### config.mk
export PLATFORM = sky130hd
export DESIGN_NAME = eaStreamDecoder
export DESIGN_NICKNAME = d
export VERILOG_FILES = /design/src/rtl/eaPkg.sv /design/src/rtl/eaControl.sv /design/src/rtl/eaDatapath.sv /design/src/rtl/eaStreamDecoder.sv
export SDC_FILE = /design/constraint.sdc
export NUM_CORES = 1
export LEC_CHECK = 0
export BUFFER_PORTS_ARGS = -buffer_cell sky130_fd_sc_hd__buf_2
export CORE_MARGIN = 2
export CORE_UTILIZATION = 45
export CTS_CLUSTER_SIZE = 24
export DETAILED_ROUTE_END_ITERATION = 12
export GPL_TIMING_DRIVEN = 1
export PLACE_DENSITY = 0.66
export SKIP_CTS_REPAIR_TIMING = 1
export SLEW_MARGIN = 25
export SYNTH_ARGS = -nofsm -noshare
export SYNTH_HDL_FRONTEND = slang
export SYNTH_HIERARCHICAL = 1
export SYNTH_SLANG_ARGS = --single-unit
### constraint.sdc
create_clock -name clk -period 10.9 [get_ports clk]
set_clock_uncertainty 0.2 [all_clocks]
set_input_delay 1.09 -clock clk [delete_from_list [all_inputs] [get_ports clk]]
set_output_delay 1.09 -clock clk [all_outputs]
set_load 0.05 [all_outputs]
### src/rtl/eaPkg.sv
package eaPkg;
  localparam int REG_W     = 32;
  localparam int NUM_REGS  = 8;
  localparam int RIDX_W    = $clog2(NUM_REGS);
  localparam int MAX_DISP  = 4;
  localparam int DIDX_W    = $clog2(MAX_DISP);
  localparam int CNT_W     = 3;

  typedef enum logic [1:0] {
    ST_MODRM = 2'd0,
    ST_SIB   = 2'd1,
    ST_DISP  = 2'd2,
    ST_DONE  = 2'd3
  } eaState_e;

  typedef struct packed {
    logic ldModrm;
    logic ldSib;
    logic ldDisp;
  } eaStrobe_t;
endpackage

### src/rtl/eaControl.sv
module eaControl
  import eaPkg::*;
(
  input  logic             clk,
  input  logic             rstN,
  input  logic             inValid,
  input  logic             needSib,
  input  logic [CNT_W-1:0] modrmLen,
  input  logic [CNT_W-1:0] sibLen,
  input  logic             dispLast,
  output logic             inReady,
  output logic             resValid,
  output eaStrobe_t        strobe
);
  eaState_e state, stateNext;
  logic accept;

  assign inReady  = (state != ST_DONE);
  assign resValid = (state == ST_DONE);
  assign accept   = inValid && inReady;

  always_comb begin
    stateNext = state;
    strobe    = '0;
    unique case (state)
      ST_MODRM: if (accept) begin
        strobe.ldModrm = 1'b1;
        if (needSib)              stateNext = ST_SIB;
        else if (modrmLen != '0)  stateNext = ST_DISP;
        else                      stateNext = ST_DONE;
      end
      ST_SIB: if (accept) begin
        strobe.ldSib = 1'b1;
        stateNext = (sibLen != '0) ? ST_DISP : ST_DONE;
      end
      ST_DISP: if (accept) begin
        strobe.ldDisp = 1'b1;
        if (dispLast) stateNext = ST_DONE;
      end
      ST_DONE: stateNext = ST_MODRM;
      default: stateNext = ST_MODRM;
    endcase
  end

  always_ff @(posedge clk) begin
    if (!rstN) state <= ST_MODRM;
    else       state <= stateNext;
  end

  AST_PULSE_ONCE: assert property (@(posedge clk) disable iff (!rstN)
    resValid |=> !resValid);
  AST_NO_READY_IN_RESULT: assert property (@(posedge clk) disable iff (!rstN)
    resValid |-> !inReady);
  AST_RESULT_AFTER_ACCEPT: assert property (@(posedge clk) disable iff (!rstN)
    $rose(resValid) |-> $past(inValid && inReady));
  AST_IDLE_HOLDS: assert property (@(posedge clk) disable iff (!rstN)
    (!inValid && state != ST_DONE) |=> $stable(state));
endmodule

### src/rtl/eaDatapath.sv
module eaDatapath
  import eaPkg::*;
(
  input  logic                      clk,
  input  logic                      rstN,
  input  logic [7:0]                inData,
  input  logic                      addr32,
  input  logic [NUM_REGS*REG_W-1:0] regFile,
  input  eaStrobe_t                 strobe,
  input  logic                      resValid,
  output logic                      needSib,
  output logic [CNT_W-1:0]          modrmLen,
  output logic [CNT_W-1:0]          sibLen,
  output logic                      dispLast,
  output logic [REG_W-1:0]          effAddr,
  output logic [RIDX_W-1:0]         regField,
  output logic                      regDirect,
  output logic [CNT_W-1:0]          byteCount
);
  logic [7:0]          modrmQ, sibQ;
  logic                mode32Q, hasSibQ;
  logic [CNT_W-1:0]    dispLenQ;
  logic [DIDX_W-1:0]   dispIdx;
  logic [8*MAX_DISP-1:0] dispQ;
  logic [REG_W-1:0]    regs [NUM_REGS];

  for (genvar g = 0; g < NUM_REGS; g++) begin : gRegs
    assign regs[g] = regFile[g*REG_W +: REG_W];
  end

  // Length and SIB decisions from the byte on the input.
  logic [1:0] inMod;
  logic [2:0] inRm;
  assign inMod = inData[7:6];
  assign inRm  = inData[2:0];

  always_comb begin
    unique case (inMod)
      2'd0: modrmLen = addr32 ? ((inRm == 3'd5) ? 3'd4 : 3'd0)
                              : ((inRm == 3'd6) ? 3'd2 : 3'd0);
      2'd1: modrmLen = 3'd1;
      2'd2: modrmLen = addr32 ? 3'd4 : 3'd2;
      default: modrmLen = 3'd0;
    endcase
  end

  assign needSib  = addr32 && (inMod != 2'd3) && (inRm == 3'd4);
  assign sibLen   = (modrmQ[7:6] == 2'd0 && inData[2:0] == 3'd5) ? 3'd4 : dispLenQ;
  assign dispLast = (({1'b0, dispIdx}) + 3'd1) == dispLenQ;

  always_ff @(posedge clk) begin
    if (!rstN) begin
      modrmQ   <= '0;
      sibQ     <= '0;
      mode32Q  <= 1'b0;
      hasSibQ  <= 1'b0;
      dispLenQ <= '0;
      dispIdx  <= '0;
      dispQ    <= '0;
    end else begin
      if (strobe.ldModrm) begin
        modrmQ   <= inData;
        mode32Q  <= addr32;
        hasSibQ  <= needSib;
        dispLenQ <= modrmLen;
        dispIdx  <= '0;
        dispQ    <= '0;
      end
      if (strobe.ldSib) begin
        sibQ     <= inData;
        dispLenQ <= sibLen;
      end
      if (strobe.ldDisp) begin
        dispQ[{dispIdx, 3'b000} +: 8] <= inData;
        dispIdx <= dispIdx + 1'b1;
      end
    end
  end

  // Address formation from latched fields.
  logic [1:0] qMod, qScale;
  logic [2:0] qRm, qIdx, qBase;
  assign qMod   = modrmQ[7:6];
  assign qRm    = modrmQ[2:0];
  assign qScale = sibQ[7:6];
  assign qIdx   = sibQ[5:3];
  assign qBase  = sibQ[2:0];

  logic [REG_W-1:0] dispExt, ea32, baseTerm, idxTerm;
  logic [15:0]      pair16, ea16;

  assign dispExt = (dispLenQ == 3'd1) ? {{(REG_W-8){dispQ[7]}}, dispQ[7:0]} : dispQ;

  always_comb begin
    baseTerm = '0;
    idxTerm  = '0;
    if (hasSibQ) begin
      baseTerm = (qMod == 2'd0 && qBase == 3'd5) ? '0 : regs[qBase];
      idxTerm  = (qIdx == 3'd4) ? '0 : (regs[qIdx] << qScale);
    end else if (!(qMod == 2'd0 && qRm == 3'd5)) begin
      baseTerm = regs[qRm];
    end
  end
  assign ea32 = baseTerm + idxTerm + dispExt;

  always_comb begin
    unique case (qRm)
      3'd0: pair16 = regs[3][15:0] + regs[6][15:0];
      3'd1: pair16 = regs[3][15:0] + regs[7][15:0];
      3'd2: pair16 = regs[5][15:0] + regs[6][15:0];
      3'd3: pair16 = regs[5][15:0] + regs[7][15:0];
      3'd4: pair16 = regs[6][15:0];
      3'd5: pair16 = regs[7][15:0];
      3'd6: pair16 = (qMod == 2'd0) ? 16'd0 : regs[5][15:0];
      default: pair16 = regs[3][15:0];
    endcase
  end
  assign ea16 = pair16 + dispExt[15:0];

  assign regDirect = (qMod == 2'd3);
  assign regField  = modrmQ[5:3];
  assign effAddr   = regDirect ? '0 : (mode32Q ? ea32 : {{(REG_W-16){1'b0}}, ea16});
  assign byteCount = 3'd1 + {2'b00, hasSibQ} + dispLenQ;

  AST_DIRECT_ONE_BYTE: assert property (@(posedge clk) disable iff (!rstN)
    (resValid && regDirect) |-> (byteCount == 3'd1 && effAddr == '0));
  AST_NARROW_NO_SIB: assert property (@(posedge clk) disable iff (!rstN)
    (resValid && !mode32Q) |-> (byteCount <= 3'd3 && effAddr[31:16] == 16'd0));
  AST_WIDE_COUNT_BOUND: assert property (@(posedge clk) disable iff (!rstN)
    resValid |-> byteCount <= 3'd6);
  AST_SIB_ONLY_WIDE: assert property (@(posedge clk) disable iff (!rstN)
    strobe.ldSib |-> mode32Q);
endmodule

### src/rtl/eaStreamDecoder.sv
module eaStreamDecoder
  import eaPkg::*;
(
  input  logic                      clk,
  input  logic                      rstN,
  input  logic                      inValid,
  input  logic [7:0]                inData,
  output logic                      inReady,
  input  logic                      addr32,
  input  logic [NUM_REGS*REG_W-1:0] regFile,
  output logic                      resValid,
  output logic [REG_W-1:0]          effAddr,
  output logic [RIDX_W-1:0]         regField,
  output logic                      regDirect,
  output logic [CNT_W-1:0]          byteCount
);
  eaStrobe_t        strobe;
  logic             needSib, dispLast;
  logic [CNT_W-1:0] modrmLen, sibLen;

  eaControl uCtrl (
    .clk      (clk),
    .rstN     (rstN),
    .inValid  (inValid),
    .needSib  (needSib),
    .modrmLen (modrmLen),
    .sibLen   (sibLen),
    .dispLast (dispLast),
    .inReady  (inReady),
    .resValid (resValid),
    .strobe   (strobe)
  );

  eaDatapath uPath (
    .clk       (clk),
    .rstN      (rstN),
    .inData    (inData),
    .addr32    (addr32),
    .regFile   (regFile),
    .strobe    (strobe),
    .resValid  (resValid),
    .needSib   (needSib),
    .modrmLen  (modrmLen),
    .sibLen    (sibLen),
    .dispLast  (dispLast),
    .effAddr   (effAddr),
    .regField  (regField),
    .regDirect (regDirect),
    .byteCount (byteCount)
  );
endmodule

* Yosys cells after proc, flatten, opt, wreduce, memory -nomap -nowiden *
Index checks and enable logic that the tools add are counted.

storage, ports and cells
  register bits = 57
  latch bits = 0
  RAM bits = 0
  memory bits (read-only) = 0
  bits of input ports = 268
  logic and storage cells = 114
  memories kept = 0

operators by class
  $add $sub $neg = 12
  multipliers = 0
  divide/modulo/power cells = 0
  order comparisons = 3
  equal/unequal tests = 25
  shifts and indexed selects = 3
  muxes and demuxes = 45
  bitwise logic cells = 3
  reductions and logical operators = 15

operators with widths
  kind                    number
  $mux 32                 17
  $bmux 32 s3             3
  $pmux 16 s7             1
  $add 16x16->16          5
  $add 32x32->32          2
  $bwmux 32               1
  $shift 8x7->32 const A  1
  $shiftx 8x7->32         1
  $shl 32x2->32           1
  $eq 3x3->1 const B      8
  $mux 3                  6
  $mux 16                 1
  $mux 2                  8
  $ge 4x4->1 const B      3
  $not 3->4               3
  $pmux 3 s3              1
  $eq 2x2->1 const B      4
  $pmux 2 s4              1
  $neg 5->7               1
  $eq 3x1->1 const B      2
  $eq 3x2->1 const B      2
  $logic_and 1x1->1       6
  $logic_not 2->1         3
  $mux 1                  6
  12 further kinds        19

* Logic depth before layout (Yosys ltp) *
  word-level depth = 11
  depth in mapped cells = 27
  depth with buffers taken out = 25

* Modules after synthesis *
The synthesis kept the hierarchy.

modules (own cells, without submodules)
  module      instances  cells each  area an instance (um^2)  sequential area each (um^2)
  eaDatapath  1          1585        14986.9                  1101.1
  eaControl   1          32          269.0                    40.0

* Least setup slack after synthesis *
OpenSTA, ideal clock, no wires.

  path type = register to output
  from = register uPath.modrmQ[0]
  to = output port effAddr[14]
  arrival time = 6148 ps
  required time = 9610 ps
  slack = 3462 ps
  stages on the path, launching flop included = 25
  buffers on the path = 4
  cells stage by stage = dfxtp_1 -> buf_2 -> buf_1 -> and2_0 -> clkbuf_1 -> clkbuf_1 -> mux2_2 -> ha_1 -> fa_1 -> a21o_1 -> a21oi_1 -> o21bai_1 -> a21boi_0 -> o31a_1 -> nor2b_1 -> xnor2_1 -> nand2_1 -> a21oi_1 -> ha_1 -> or2_2 -> a21oi_1 -> a31oi_1 -> a31oi_1 -> xnor2_1 -> o31ai_1

between the ends
  word-level cells in the longest chain between the ends = 10
  elaborated cells between the ends (all ways) = 20
  classes of those cells = add/sub: 3; eq/ne: 6; mux: 8; bitwise: 1; reduce/logical: 2

ends and longest elaborated chain
  what                                         RTL line               text
  from (decl)                                  eaDatapath.sv:20       logic [7:0] modrmQ, sibQ;
  from (signal assigned)                       eaDatapath.sv:62       modrmQ <= inData;
  $not 3->4 (implied by the code)              eaDatapath.sv:101      baseTerm = regs[qRm];
  $bmux 32 s3                                  eaDatapath.sv:101
  $mux 32 (implied by the code) (2 in series)  eaDatapath.sv:101
  $mux 32                                      eaDatapath.sv:100      end else if (!(qMod == 2'd0 && qRm == 3'd5)) begin
  $mux 32                                      eaDatapath.sv:97       if (hasSibQ) begin
  $add 32x32->32 (2 in series)                 eaDatapath.sv:104      assign ea32 = baseTerm + idxTerm + dispExt;
  $mux 32 * (2 in series)                      eaDatapath.sv:122      assign effAddr = regDirect ? '0 : (mode32Q ? ea32 : {{(REG_W-16){1'b0}}, ea16});
  to (decl)                                    eaStreamDecoder.sv:12  output logic [REG_W-1:0] effAddr,

Every way passes the cells marked *; elsewhere a longest branch is shown, timed or not. The select of a mux whose other input is x is not followed.

* Final worst setup path *
  from = register uPath.modrmQ[1]
  to = output port effAddr[15]

The elaborated chain is that of the path after synthesis.

==> results.txt <==
- In the final routed layout, each cell accounts on average for 24.38 um.
- Initial detailed-routing violation count: 1456
* Final cell utilization of the core: 51.77%
- Initial Utilization: 45.61%
- Xor/xnor cell area share of the yosys netlist: 3.846%
- The worst path meets setup with 2230 ps of slack.
* Maximum fanout along the worst path: 30
* CTS Root Buffer Type: sky130_fd_sc_hd__clkbuf_16
* Cell type with the highest occurrence count on the critical path: sky130_fd_sc_hd__a21oi_1
* Clock tree sinks: 57
- Counting flops and latches in the post-synthesis netlist gives 57.
- Yosys warns: 6
- Worst slew pin tran: 1027 ps
- Maxcap violations: 0
- Count of port buffers added during placement: 308
* Area leader, netlist: sky130_fd_sc_hd__mux4_2
- After legalization and detailed placement, the total HPWL measured 43.65 mm.
- Total core area: 33450 um2
* Top cell types by occurrence after synthesis: 179 x sky130_fd_sc_hd__mux4_2, 121 x sky130_fd_sc_hd__mux2i_1, 116 x sky130_fd_sc_hd__a21oi_1
- Count of boundary I/O pins: a little over 300
- Synthesized-area fraction occupied by adder cells: between 10% and 20%
* RSZ-0062 raised after global routing: no
- Post-layout net count: 2227
- Setup violations, final: 0
* TritonCTS buffer count: 9
* Number of global-route vias before repair: approximately 15000
- Clock latency on the worst-skew pair: ~330 ps
- The worst-case IR drop observed on VDD is roughly 0.16 mV.
- STA classifies the critical path startpoint as a register.
* Count of endpoints failing hold in the final timing report: 0
* Synth area leaders: sky130_fd_sc_hd__mux4_2 26%, sky130_fd_sc_hd__mux2i_1 7.9%, sky130_fd_sc_hd__ha_1 7.6%
- The first global-routing pass estimated 86.54 mm of wire.
* DRT antenna net count: 0
- Dividing the detail-routed via count by the number of cells gives roughly 6.5.
- Multiplexer share of the synthesized area: 38.79%
- After clock tree synthesis, the clock-pin slew on the worst setup and hold paths is 50 ps.
* Max H-tree Level: 3
- Layout cell share with drive strength beyond 1: 33.88%
* Worst setup path class: register to output pin
* Power after layout: 2.429 mW
- After detailed routing, the total wire length is 55.81 mm.
- The flow ran to the end, and the final reports show no timing, DRC or antenna violations.
- Pin count of the biggest net entering global routing: 73
- The total overflow left after global routing is 0.
- Cell with the largest stage delay on the worst path: sky130_fd_sc_hd__and2_0
- Critical path data arrival time: 7380 ps
- X dimension of the die: 188.1 um
- Number of flops mapped to enable cells by yosys: 0
* Full die area: 35390 um2
- The area growth from synthesis to layout is 13.51%.
- Number of nets in the synthesized netlist: 2013
- In the finished design, the share of the clock period the worst path needs comes to 79.55%.
* Post-Syn Area per Cell: 9.435 um2
- Aggregate negative setup slack: 0 ps
* Longest individual stage delay on the worst path: around 650 ps
* Most used flip-flop cell after synthesis: sky130_fd_sc_hd__dfxtp_1
- Row generation in the floorplan step produced 67 rows.
- Final weighted congestion of routability-driven global placement: 0.9261
- Number of distinct library cell variants in the gate-level netlist after synthesis: 88
- Worst rel slew slack: between 30% and 40%
* Final worst path period need: 8670 ps
- The worst setup path is captured at an output pin.
- For the worst setup path, the data required time is 9610 ps.
- Number of max-slew violations in the final report: 0
- In the global route stage, overall resource usage came out at 31.24%.
- Final standard cell area without fillers: 17320 um2
* Crit path buffers/inverters: 2
- Combined area of all synthesized cells: 15260 um2
- For this run, the top clock speed supported by timing is around 120 MHz.
- Counting every instance in the synthesized netlist gives 1617.
- Share of the yosys chip area belonging to registers: 7.480%
- The path class of the tightest hold or removal check is register to register.
- Number of antenna violations at the first check in global routing: 4
- After detailed routing, the number of remaining DRC violations is 0.
- OpenSTA, run right after detailed placement, puts the worst setup slack at between 2000 and 3000 ps.
- Among cell families on the critical path, the largest total delay comes from compound AO/OA/AOI/OAI gates.
- The die is 188.1 um tall.
- Filler cell count in the final layout: 3118
* Clock tree buffer depth: 2
* Pre-Repair DR Iteration Count: 5
* Synthesized-area fraction occupied by and/or/nand/nor cells: 12.36%
- In this run the power density over the cells is 140.3 nW/um2.
- By area, the combinational part of the netlist is dominated by multiplexers.
- Summing the areas of all compound-gate instances in the mapped netlist gives 19.33% of the synthesized area.
* Post-DP Area: 17020 um2
- In this run the static leakage power is 7.032 nW.
* Clock tree from TritonCTS: yes
- Synth top area share: 26.42%
* Vias after detailed routing: around 15000
* Async S/R FF share, synth: 0%
- Cell with the most instances after synthesis: sky130_fd_sc_hd__mux4_2
==> cell usage in the layout (no fill, tap or decap), types with 7 or more instances in the layout <==
cell and n:
sky130_fd_sc_hd__buf_2 308, sky130_fd_sc_hd__xor2_1 31, sky130_fd_sc_hd__xnor2_1 31, sky130_fd_sc_hd__o22a_1 63, sky130_fd_sc_hd__a31oi_1 7, sky130_fd_sc_hd__a211oi_1 24, sky130_fd_sc_hd__and3_1 8, sky130_fd_sc_hd__o21ai_0 38
sky130_fd_sc_hd__nor2_1 81, sky130_fd_sc_hd__ha_1 93, sky130_fd_sc_hd__nand2b_1 8, sky130_fd_sc_hd__fa_1 35, sky130_fd_sc_hd__mux4_2 179, sky130_fd_sc_hd__nor2b_1 98, sky130_fd_sc_hd__a21o_1 27, sky130_fd_sc_hd__nand2_1 74
sky130_fd_sc_hd__nand4_1 8, sky130_fd_sc_hd__buf_4 18, sky130_fd_sc_hd__a22oi_1 52, sky130_fd_sc_hd__mux2_2 60, sky130_fd_sc_hd__clkbuf_16 9, sky130_fd_sc_hd__o221ai_1 7, sky130_fd_sc_hd__mux2i_1 121, sky130_fd_sc_hd__or2_2 8
sky130_fd_sc_hd__o21a_1 13, sky130_fd_sc_hd__inv_1 107, sky130_fd_sc_hd__nor3_1 17, sky130_fd_sc_hd__nand3_1 13, sky130_fd_sc_hd__a21oi_1 116, sky130_fd_sc_hd__and2_1 8, sky130_fd_sc_hd__dfxtp_1 48
==> through the flow <==
step,hold slack (ps),instances
floorplan,284.0,1617
global placement,293.7,2268
detailed placement,302.7,2268
CTS,324.4,2284
global route,344.2,2288
finish,316.9,2289
==> report_power, final <==
group	switching, mW	total, mW	internal, mW
clock	0.0999	0.264	0.165
combinational	1.12	1.86	0.742
sequential	0.0753	0.303	0.228
==> registers in the layout, indices dropped and copies added, names as in the netlist <==
signal and cells:
uPath/modrmQ 8, uPath/sibQ 8, uPath/dispIdx 2, uPath/dispLenQ 3, uCtrl/state 2, uPath/mode32Q 1
uPath/hasSibQ 1, uPath/dispQ 32
==> worst register-to-register path, cell delays in order (launching register included) <==
cell	delay, ps
sky130_fd_sc_hd__dfxtp_1	360
sky130_fd_sc_hd__ha_1	240
sky130_fd_sc_hd__nor2b_1	250
sky130_fd_sc_hd__and2_1	370
sky130_fd_sc_hd__nor2b_1	280
sky130_fd_sc_hd__and4b_1	460
sky130_fd_sc_hd__a22oi_1	120
sky130_fd_sc_hd__nor2b_1	150
==> kinds of logic (layout without fill, tap and decap cells) <==
| logic type | after synthesis | after routing |
|---|---|---|
| XOR/XNOR | 64 | 64 |
| multiplexers | 360 | 360 |
| AND/OR/NAND/NOR | 361 | 361 |
| buffers and inverters | 232 | 451 |
| adder cells (fa/ha/maj) | 128 | 128 |
| AO/OA/AOI/OAI | 415 | 415 |
| flip-flops | 57 | 57 |
| other | 0 | 5 |
==> layout make-up <==
class	count	area, um2	area share, %
Antenna cell	5	12.51	0.07225
Sequential cell	57	1165	6.727
Clock buffer	11	252.7	1.460
Multi-Input combinational cell	1328	13210	76.29
Clock inverter	5	30.03	0.1734
Timing Repair Buffer	326	1677	9.682
Inverter	109	409.1	2.363
Tap cell	448	560.5	3.237
==> final timing paths <==
path | from | to | slack, ps | cells after the start
max | uPath/modrmQ[1] | effAddr[15] | 2230 | 26
min | uPath/modrmQ[5] | uPath/modrmQ[5] | 320 | 2
min reg2reg | uPath/modrmQ[5] | uPath/modrmQ[5] | 320 | 2
max reg2reg | uCtrl/state[0] | uPath/dispQ[2] | 8400 | 7
==> per-layer routing <==
layer,track usage [%],vias to the layer above,share of wire (%),wire (um)
li1,-,6677,-,-
met2,54.40,780,49,27250
met4,11.05,0,3.6,2015
met5,0,-,0,0
met3,3.163,115,7.7,4271
met1,40.27,7295,40,22270
Note: power is estimated with default switching activity, not from simulation.
